$ cat src/rtl/lfh_pkg.sv
package lfh_pkg;

    localparam int XG_DATA_W = 64;
    localparam int XG_CTRL_W = 8;
    localparam int COL_DATA_W = 32;
    localparam int COL_CTRL_W = 4;
    localparam int COLS_PER_WORD = XG_DATA_W / COL_DATA_W;

    typedef enum logic [1:0] {
        DIR_BIDIR   = 2'd0,
        DIR_TX_ONLY = 2'd1,
        DIR_RX_ONLY = 2'd2
    } lfh_dir_e;

    localparam logic [1:0] LS_OK     = 2'd0;
    localparam logic [1:0] LS_LOCAL  = 2'd1;
    localparam logic [1:0] LS_REMOTE = 2'd2;

    localparam logic [7:0] SEQ_CHAR  = 8'h9C;
    localparam logic [7:0] IDLE_CHAR = 8'h07;

    localparam logic [XG_DATA_W-1:0] IDLE_DATA = {8{IDLE_CHAR}};
    localparam logic [XG_CTRL_W-1:0] IDLE_CTRL = '1;
    localparam logic [XG_DATA_W-1:0] RF_DATA   = {2{8'h02, 8'h00, 8'h00, SEQ_CHAR}};
    localparam logic [XG_CTRL_W-1:0] RF_CTRL   = 8'h11;

endpackage

$ cat src/rtl/lfh_fault_detect.sv
module lfh_fault_detect
    import lfh_pkg::*;
#(
    parameter int FAULT_COUNT = 4,
    parameter int WINDOW      = 128,
    parameter int CLEAR       = 128
) (
    input  logic                 clk,
    input  logic                 rst_n,
    input  logic [XG_DATA_W-1:0] rx_data_i,
    input  logic [XG_CTRL_W-1:0] rx_ctrl_i,
    output logic [1:0]           status_o,
    output logic                 fault_hit_o
);

    localparam int CNT_W = $clog2(FAULT_COUNT + 1);
    localparam int WIN_W = $clog2(WINDOW + 1);
    localparam int CLR_W = $clog2(CLEAR + 1);

    typedef struct packed {
        logic [1:0]       status;
        logic [1:0]       seq_type;
        logic [CNT_W-1:0] seq_cnt;
        logic [WIN_W-1:0] win;
        logic [CLR_W-1:0] clr;
    } det_state_t;

    det_state_t state_d, state_q;

    logic [COLS_PER_WORD-1:0] half_hit;
    logic [1:0]               half_type [COLS_PER_WORD];
    logic                     fault_hit;
    logic [1:0]               fault_type;

    // per-column fault sequence recognition
    for (genvar h = 0; h < COLS_PER_WORD; h++) begin : g_col
        logic [COL_DATA_W-1:0] col_d;
        logic [COL_CTRL_W-1:0] col_c;
        assign col_d = rx_data_i[h*COL_DATA_W +: COL_DATA_W];
        assign col_c = rx_ctrl_i[h*COL_CTRL_W +: COL_CTRL_W];
        assign half_hit[h] = (col_c == 4'b0001) && (col_d[7:0] == SEQ_CHAR) &&
                             (col_d[23:8] == 16'h0000) &&
                             ((col_d[31:24] == 8'h01) || (col_d[31:24] == 8'h02));
        assign half_type[h] = col_d[25:24];
    end

    always_comb begin
        fault_hit  = |half_hit;
        fault_type = half_type[0];
        for (int h = COLS_PER_WORD - 1; h >= 0; h--) begin
            if (half_hit[h]) fault_type = half_type[h];
        end
    end

    always_comb begin
        logic [WIN_W-1:0] elapsed;
        logic             in_win;
        state_d = state_q;
        elapsed = state_q.win + WIN_W'(1);
        in_win  = (state_q.seq_cnt != '0) && (elapsed < WIN_W'(WINDOW));
        if (fault_hit) begin
            state_d.clr = '0;
            if (in_win && (fault_type == state_q.seq_type)) begin
                state_d.win = elapsed;
                if (state_q.seq_cnt == CNT_W'(FAULT_COUNT - 1)) begin
                    state_d.status  = fault_type;
                    state_d.seq_cnt = '0;
                end else begin
                    state_d.seq_cnt = state_q.seq_cnt + CNT_W'(1);
                end
            end else begin
                state_d.seq_type = fault_type;
                state_d.seq_cnt  = CNT_W'(1);
                state_d.win      = '0;
            end
        end else begin
            if (in_win) state_d.win = elapsed;
            else        state_d.seq_cnt = '0;
            if (state_q.status != LS_OK) begin
                if (state_q.clr == CLR_W'(CLEAR - 1)) begin
                    state_d.status = LS_OK;
                    state_d.clr    = '0;
                end else begin
                    state_d.clr = state_q.clr + CLR_W'(1);
                end
            end
        end
    end

    always_ff @(posedge clk or negedge rst_n) begin
        if (!rst_n) state_q <= '0;
        else        state_q <= state_d;
    end

    assign status_o    = state_q.status;
    assign fault_hit_o = fault_hit;

    a_r1_code_legal: assert property (@(posedge clk) disable iff (!rst_n)
        status_o != 2'b11);

    a_r3_enter_on_fault: assert property (@(posedge clk) disable iff (!rst_n)
        $past(rst_n) && (status_o != $past(status_o)) && (status_o != LS_OK)
        |-> $past(fault_hit));

    a_r4_leave_when_quiet: assert property (@(posedge clk) disable iff (!rst_n)
        $past(rst_n) && (status_o == LS_OK) && ($past(status_o) != LS_OK)
        |-> !$past(fault_hit));

endmodule

$ cat src/rtl/lfh_tx_mux.sv
module lfh_tx_mux
    import lfh_pkg::*;
(
    input  logic                 clk,
    input  logic                 rst_n,
    input  logic [1:0]           status_i,
    input  logic [XG_DATA_W-1:0] src_data_i,
    input  logic [XG_CTRL_W-1:0] src_ctrl_i,
    output logic [XG_DATA_W-1:0] tx_data_o,
    output logic [XG_CTRL_W-1:0] tx_ctrl_o
);

    typedef struct packed {
        logic [XG_DATA_W-1:0] data;
        logic [XG_CTRL_W-1:0] ctrl;
    } tx_word_t;

    tx_word_t word_d, word_q;

    always_comb begin
        unique case (status_i)
            LS_OK:     word_d = '{data: src_data_i, ctrl: src_ctrl_i};
            LS_LOCAL:  word_d = '{data: RF_DATA,    ctrl: RF_CTRL};
            default:   word_d = '{data: IDLE_DATA,  ctrl: IDLE_CTRL};
        endcase
    end

    always_ff @(posedge clk or negedge rst_n) begin
        if (!rst_n) word_q <= '{data: IDLE_DATA, ctrl: IDLE_CTRL};
        else        word_q <= word_d;
    end

    assign tx_data_o = word_q.data;
    assign tx_ctrl_o = word_q.ctrl;

    a_r5_passthrough: assert property (@(posedge clk) disable iff (!rst_n)
        $past(rst_n) && ($past(status_i) == LS_OK)
        |-> (tx_data_o == $past(src_data_i)) && (tx_ctrl_o == $past(src_ctrl_i)));

    a_r6_remote_seq_out: assert property (@(posedge clk) disable iff (!rst_n)
        $past(rst_n) && ($past(status_i) == LS_LOCAL)
        |-> (tx_ctrl_o == RF_CTRL) && (tx_data_o == RF_DATA));

    a_r7_idle_out: assert property (@(posedge clk) disable iff (!rst_n)
        $past(rst_n) && ($past(status_i) == LS_REMOTE)
        |-> (tx_ctrl_o == IDLE_CTRL) && (tx_data_o == IDLE_DATA));

endmodule

$ cat src/rtl/lfh_xon_gate.sv
module lfh_xon_gate
    import lfh_pkg::*;
#(
    parameter lfh_dir_e DIRECTION = DIR_BIDIR,
    parameter int       ADDR_W    = 4,
    parameter int       REG_W     = 32
) (
    input  logic              clk,
    input  logic              rst_n,
    input  logic [1:0]        status_i,
    input  logic              tx_ready_i,
    input  logic [ADDR_W-1:0] reg_addr_i,
    output logic              xon_o,
    output logic [REG_W-1:0]  reg_rdata_o
);

    localparam bit USE_STATUS = (DIRECTION != DIR_TX_ONLY);
    localparam bit USE_READY  = (DIRECTION != DIR_RX_ONLY);

    logic       xon_d, xon_q;
    logic [1:0] chk_status;
    logic       chk_ready;

    // a disabled condition takes the value that permits xon
    always_comb begin
        chk_status = USE_STATUS ? status_i : LS_OK;
        chk_ready  = USE_READY ? tx_ready_i : 1'b1;
        xon_d      = chk_ready && (chk_status == LS_OK);
    end

    always_ff @(posedge clk or negedge rst_n) begin
        if (!rst_n) xon_q <= 1'b0;
        else        xon_q <= xon_d;
    end

    always_comb begin
        reg_rdata_o = '0;
        if (reg_addr_i == '0) begin
            reg_rdata_o[0]   = xon_q;
            reg_rdata_o[1]   = tx_ready_i;
            reg_rdata_o[3:2] = status_i;
        end
    end

    assign xon_o = xon_q;

    a_r8_xon_needs_ready: assert property (@(posedge clk) disable iff (!rst_n)
        xon_o && USE_READY |-> $past(tx_ready_i));

    a_r8_xon_needs_ok: assert property (@(posedge clk) disable iff (!rst_n)
        xon_o && USE_STATUS |-> ($past(status_i) == LS_OK));

    a_r9_other_addr_zero: assert property (@(posedge clk) disable iff (!rst_n)
        (reg_addr_i != '0) |-> (reg_rdata_o == '0));

endmodule

$ cat src/rtl/xgmii_link_fault_handler.sv
module xgmii_link_fault_handler
    import lfh_pkg::*;
#(
    parameter lfh_dir_e DIRECTION   = DIR_BIDIR,
    parameter int       FAULT_COUNT = 4,
    parameter int       WINDOW      = 128,
    parameter int       CLEAR       = 128,
    parameter int       ADDR_W      = 4,
    parameter int       REG_W       = 32
) (
    input  logic              clk,
    input  logic              rst_n,
    input  logic [63:0]       src_data,
    input  logic [7:0]        src_ctrl,
    output logic [63:0]       xgmii_txd,
    output logic [7:0]        xgmii_txc,
    input  logic [63:0]       xgmii_rxd,
    input  logic [7:0]        xgmii_rxc,
    input  logic              phy_tx_ready,
    output logic [1:0]        link_status,
    output logic              xon,
    input  logic [ADDR_W-1:0] reg_addr,
    output logic [REG_W-1:0]  reg_rdata
);

    logic [XG_DATA_W-1:0] tx_data, rx_data;
    logic [XG_CTRL_W-1:0] tx_ctrl, rx_ctrl;
    logic [1:0]           status;
    logic                 fault_hit;

    // transmit-only loops the outgoing word back into the detector
    if (DIRECTION == DIR_TX_ONLY) begin : g_loop
        assign rx_data = tx_data;
        assign rx_ctrl = tx_ctrl;
    end else begin : g_phy
        assign rx_data = xgmii_rxd;
        assign rx_ctrl = xgmii_rxc;
    end

    lfh_fault_detect #(
        .FAULT_COUNT (FAULT_COUNT),
        .WINDOW      (WINDOW),
        .CLEAR       (CLEAR)
    ) u_detect (
        .clk         (clk),
        .rst_n       (rst_n),
        .rx_data_i   (rx_data),
        .rx_ctrl_i   (rx_ctrl),
        .status_o    (status),
        .fault_hit_o (fault_hit)
    );

    lfh_tx_mux u_txmux (
        .clk        (clk),
        .rst_n      (rst_n),
        .status_i   (status),
        .src_data_i (src_data),
        .src_ctrl_i (src_ctrl),
        .tx_data_o  (tx_data),
        .tx_ctrl_o  (tx_ctrl)
    );

    lfh_xon_gate #(
        .DIRECTION (DIRECTION),
        .ADDR_W    (ADDR_W),
        .REG_W     (REG_W)
    ) u_xon (
        .clk         (clk),
        .rst_n       (rst_n),
        .status_i    (status),
        .tx_ready_i  (phy_tx_ready),
        .reg_addr_i  (reg_addr),
        .xon_o       (xon),
        .reg_rdata_o (reg_rdata)
    );

    assign xgmii_txd   = tx_data;
    assign xgmii_txc   = tx_ctrl;
    assign link_status = status;

    // xon is never high in the cycle after a fault status was held (unless status is masked)
    a_r8_xon_off_in_fault: assert property (@(posedge clk) disable iff (!rst_n)
        $past(rst_n) && $past(fault_hit) && (DIRECTION != DIR_TX_ONLY) && (status != LS_OK)
        |=> !xon);

endmodule

$ cat config.mk
export PLATFORM = sky130hd
export DESIGN_NAME = xgmii_link_fault_handler
export DESIGN_NICKNAME = d
export VERILOG_FILES = /design/src/rtl/lfh_pkg.sv /design/src/rtl/lfh_fault_detect.sv /design/src/rtl/lfh_tx_mux.sv /design/src/rtl/lfh_xon_gate.sv /design/src/rtl/xgmii_link_fault_handler.sv
export SDC_FILE = /design/constraint.sdc
export NUM_CORES = 1
export LEC_CHECK = 0
export ABC_CLOCK_PERIOD_IN_PS = 2050
export BUFFER_PORTS_ARGS = -buffer_cell sky130_fd_sc_hd__buf_2
export CORE_MARGIN = 2
export CORE_UTILIZATION = 40
export CTS_BUF_LIST = sky130_fd_sc_hd__clkbuf_4
export DETAILED_ROUTE_END_ITERATION = 8
export PLACE_DENSITY = 0.81
export SYNTH_ARGS = -nofsm -noshare
export SYNTH_HDL_FRONTEND = slang
export SYNTH_SLANG_ARGS = --single-unit
export TNS_END_PERCENT = 10
$ cat constraint.sdc
create_clock -name clk -period 2.05 [get_ports clk]
set_clock_uncertainty 0.2 [all_clocks]
set_input_delay 0.41 -clock clk [delete_from_list [all_inputs] [get_ports clk]]
set_output_delay 0.41 -clock clk [all_outputs]
set_load 0.01 [all_outputs]
==> impl_metrics.py <==
metrics = {
    "outcome": {
        "status": "finished, violations left",
        "violations": "setup timing",
    },
    "timing": {
        "clock.fmax_ghz": 0.473,
        "max_slew_margin": 0.669,
        "setup_tns_ns": -0.126,
        "setup_viol": 3,
        "hold_violations": 0,
        "setup_ws_ns": -0.0637,
        "min_period_over_period": 1.03,
        "fin_crit_ns": 2.11,
        "max_slew.worst_pin.slew_ns": 0.493,
        "rsz0062_at_grt": "true",
        "slew_viol_final": 0,
    },
    "route": {
        "num_vias": 3961,
        "routed_via_density": 4.73,
        "dr.first_iter.drc_count": 142,
        "ant_nets": 0,
        "finalWirelength_um": 12300,
        "drt_pass1_iterations": 4,
        "drc": 0,
        "wl_per_cell_um": 14.7,
    },
    "power": {
        "p_int_mw": 2.53,
        "power.total_mw": 3.27,
        "seqPwrFrac": 0.580,
        "p_comb_frac": 0.114,
        "power.switching_uw": 743,
        "p_per_area_nw_per_um2": 495,
        "pwr-share-clk": 0.306,
        "leakagePower_nw": 3.41,
        "swShare": 0.227,
        "ir_drop_uv": 240,
    },
    "floorplan": {
        "start_util": 0.410,
        "core_um2": 10200,
        "ios": 258,
        "die_h_um": 106,
        "rows": 37,
        "die_w_um": 106,
        "die_area_um2": 11300,
    },
    "global_routing": {
        "grt_pass1_vias": 3997,
        "grt_max_degree": 56,
        "grt.overflow.total": 0,
        "grt_usage": 0.214,
        "antenna_found_initial": 0,
        "grt_pass1_wl_um": 18900,
    },
    "logic_synthesis": {
        "synthXorXnorAreaFrac": 0.0334,
        "synth_mux_area_frac": 0.0158,
        "synth_top_area_share": 0.382,
        "synth.cell_area_um2": 4190,
        "synth_compound_area_frac": 0.0782,
        "yosys.area.top_type": "dfrtp_1",
        "yosys.area_share.simple": 0.203,
        "synth_area_leaders": "dfrtp_1 38%, dfstp_2 20%, and2_1 6.0%",
        "ys_warn_count": 0,
        "synth_top_family_by_area": "simple AND/OR/NAND/NOR gates",
        "ys_seq_area_frac": 0.582,
        "synthAdderAreaFrac": 0.0119,
        "syn_avg_cell_area_um2": 11.4,
        "synthCells": 369,
        "ys_types": 45,
        "ys_seq_elements": 96,
    },
    "clock_tree": {
        "post-cts-setup-buffer-count": 0,
        "clkTransAtPathRegs_ns": 0.14,
        "cts_tree": "yes",
        "clk_latency_ns": 0.43,
        "ctsHtreeMaxLevel": 3,
        "root_buffer": "clkbuf_4",
        "clock-sinks": 96,
        "cts-buffers-inserted": 9,
        "clock_path_buffers": 2,
    },
    "placement": {
        "dp.cells": 748,
        "dp_hpwl_um": 8170,
        "place_congestion": 0.799,
        "io_buffers": 229,
    },
    "worst_setup_path": {
        "cp-end-kind": "flip-flop",
        "crit_chain": "and4_4 -> a221o_1 -> a21oi_2 -> mux2i_2 -> buf_4 -> a311oi_2 -> o31ai_1",
        "ff2ff_setup_slack_ns": -0.06,
        "slowest_stage": "dfrtp_1",
        "worst-path-max-fanout": 5,
        "timing.rr.end": "u_detect.status_o[1]",
        "crit_required_ns": 2.17,
        "critPathKind": "flip-flop to flip-flop",
        "crit_arrival_ns": 2.23,
        "worstSetupStartpointType": "flip-flop",
        "slowest_delay_ns": 0.42,
        "r2r-start": "u_detect.state_q[10]",
        "reg2reg_depth": 7,
    },
    "final_layout": {
        "instances_no_fill": 838,
        "seqCellArea_um2": 2440,
        "mostFrequentLayoutCells": "227 x buf_2, 74 x dlygate4sd3_1, 64 x dfrtp_1",
        "multi_input_area_um2": 1670,
        "fillers": 796,
        "final_common_cell": "buf_2",
        "finalNetCount": 852,
        "drive_gt1_frac": 0.485,
        "areaGrowthSynthToFinish_pct": 57.8,
    },
    "min_path": {
        "min_path_type": "primary input to async pin",
    },
    "run": {
        "drv_cap": 0,
    },
}
## synth_stat cells, drive strengths merged
master	number
inv	6
conb	1
a21o	26
nand2	15
a311oi	2
or3	7
o21ai	4
nor4	14
mux2i	4
and2	41
nand3b	2
and4	1
o211a	1
a21boi	1
nand4	4
or3b	1
nor4b	4
or2	2
nor3	6
buf	32
a221o	1
and3	2
nor3b	3
ha	4
o2111ai	2
nor4bb	1
clkbuf	14
dfstp	32
dfrtp	64
o31ai	2
mux2	2
nand3	5
xnor2	10
nand2b	1
nor2	38
nor2b	1
a21oi	7
xor2	6
## per-stage QoR
stage / setup WS (ns) / hold WS [ns] / util / instance area, um^2
2_1_floorplan: -0.321 / -0.0856 / - / 4340
3_3_place_gp: -0.490 / 0.0374 / 0.550 / 5630
4_1_cts: -0.0173 / 0.000944 / 0.641 / 6560
6_report: -0.0637 / 0.115 / 0.647 / 6620
5_1_grt: -0.137 / 0.0822 / 0.647 / 6620
3_5_place_dp: -0.530 / 0.0402 / 0.550 / 5630
## cell families (layout without fill, tap and decap cells)
group / count (synthesis) / in the layout
AO/OA/AOI/OAI: 46 / 46
adder cells (fa/ha/maj): 4 / 4
AND/OR/NAND/NOR: 148 / 148
buffers and inverters: 52 / 357
flip-flops: 96 / 96
multiplexers: 6 / 6
other: 1 / 29
XOR/XNOR: 16 / 16
## how the worst max path moves through the flow
stage,startpoint,endpoint,slack [ns],depth (start not counted)
6_report,u_detect.state_q[10],u_detect.status_o[1],-0.06,7
5_1_grt,u_detect.state_q[16],u_detect.status_o[1],-0.14,8
3_5_place_dp,xgmii_rxd[5],u_detect.state_q[17],-0.53,8
3_3_place_gp,xgmii_rxd[5],u_detect.state_q[17],-0.49,8
2_1_floorplan,xgmii_rxd[5],u_detect.state_q[17],-0.32,7
4_1_cts,xgmii_rxd[22],u_detect.state_q[17],-0.02,8
## power by group through the flow
stage          Combinational, mW  Sequential [mW]  Clock (mW)
2_1_floorplan             0.0863             1.93           0
3_3_place_gp               0.246             1.93           0
3_5_place_dp               0.251             1.93           0
4_1_cts                    0.363             1.90        1.04
5_1_grt                    0.405             1.90        1.12
6_report                   0.372             1.90        1.00
## flip-flops by register name (all words and copies together) (netlist names)
register	flops
u_detect.status_o	2
u_xon.xon_o	1
u_txmux.tx_ctrl_o	8
u_txmux.tx_data_o	64
u_detect.state_q	21
## cell type report
| class | instances | area share |
|---|---|---|
| sequential | 96 | 0.369 |
| timing repair buffer | 336 | 0.328 |
| multi-input combinational | 248 | 0.253 |
| tap | 136 | 0.0257 |
| clock buffer | 12 | 0.0136 |
| clock inverter | 3 | 0.00662 |
| inverter | 6 | 0.00340 |
| antenna | 1 | 0.000378 |
## critical path: cells and delay by family, from the launching register on
kind	cells	cell delay (ns)
AO/OA/AOI/OAI	4	0.89
buffers and inverters	1	0.16
flip-flops	1	0.42
multiplexers	1	0.09
AND/OR/NAND/NOR	1	0.22
## routing by layer
metal	up-vias	GRT usage	part of all wire
li1	1836	-	-
met1	1929	0.225	0.36
met2	182	0.410	0.55
met3	14	0.0540	0.076
met4	0	0.0742	0.016
met5	-	0	0
## timing repair
action / CTS / global route
hold buffers: 73 / 1
endpoints found under the hold margin: 139 / 1
endpoints found under the setup margin: 12 / 14
gates resized for setup: 13 / 11
pin swaps: 6 / 1
Note: power is estimated with default switching activity, not from simulation.
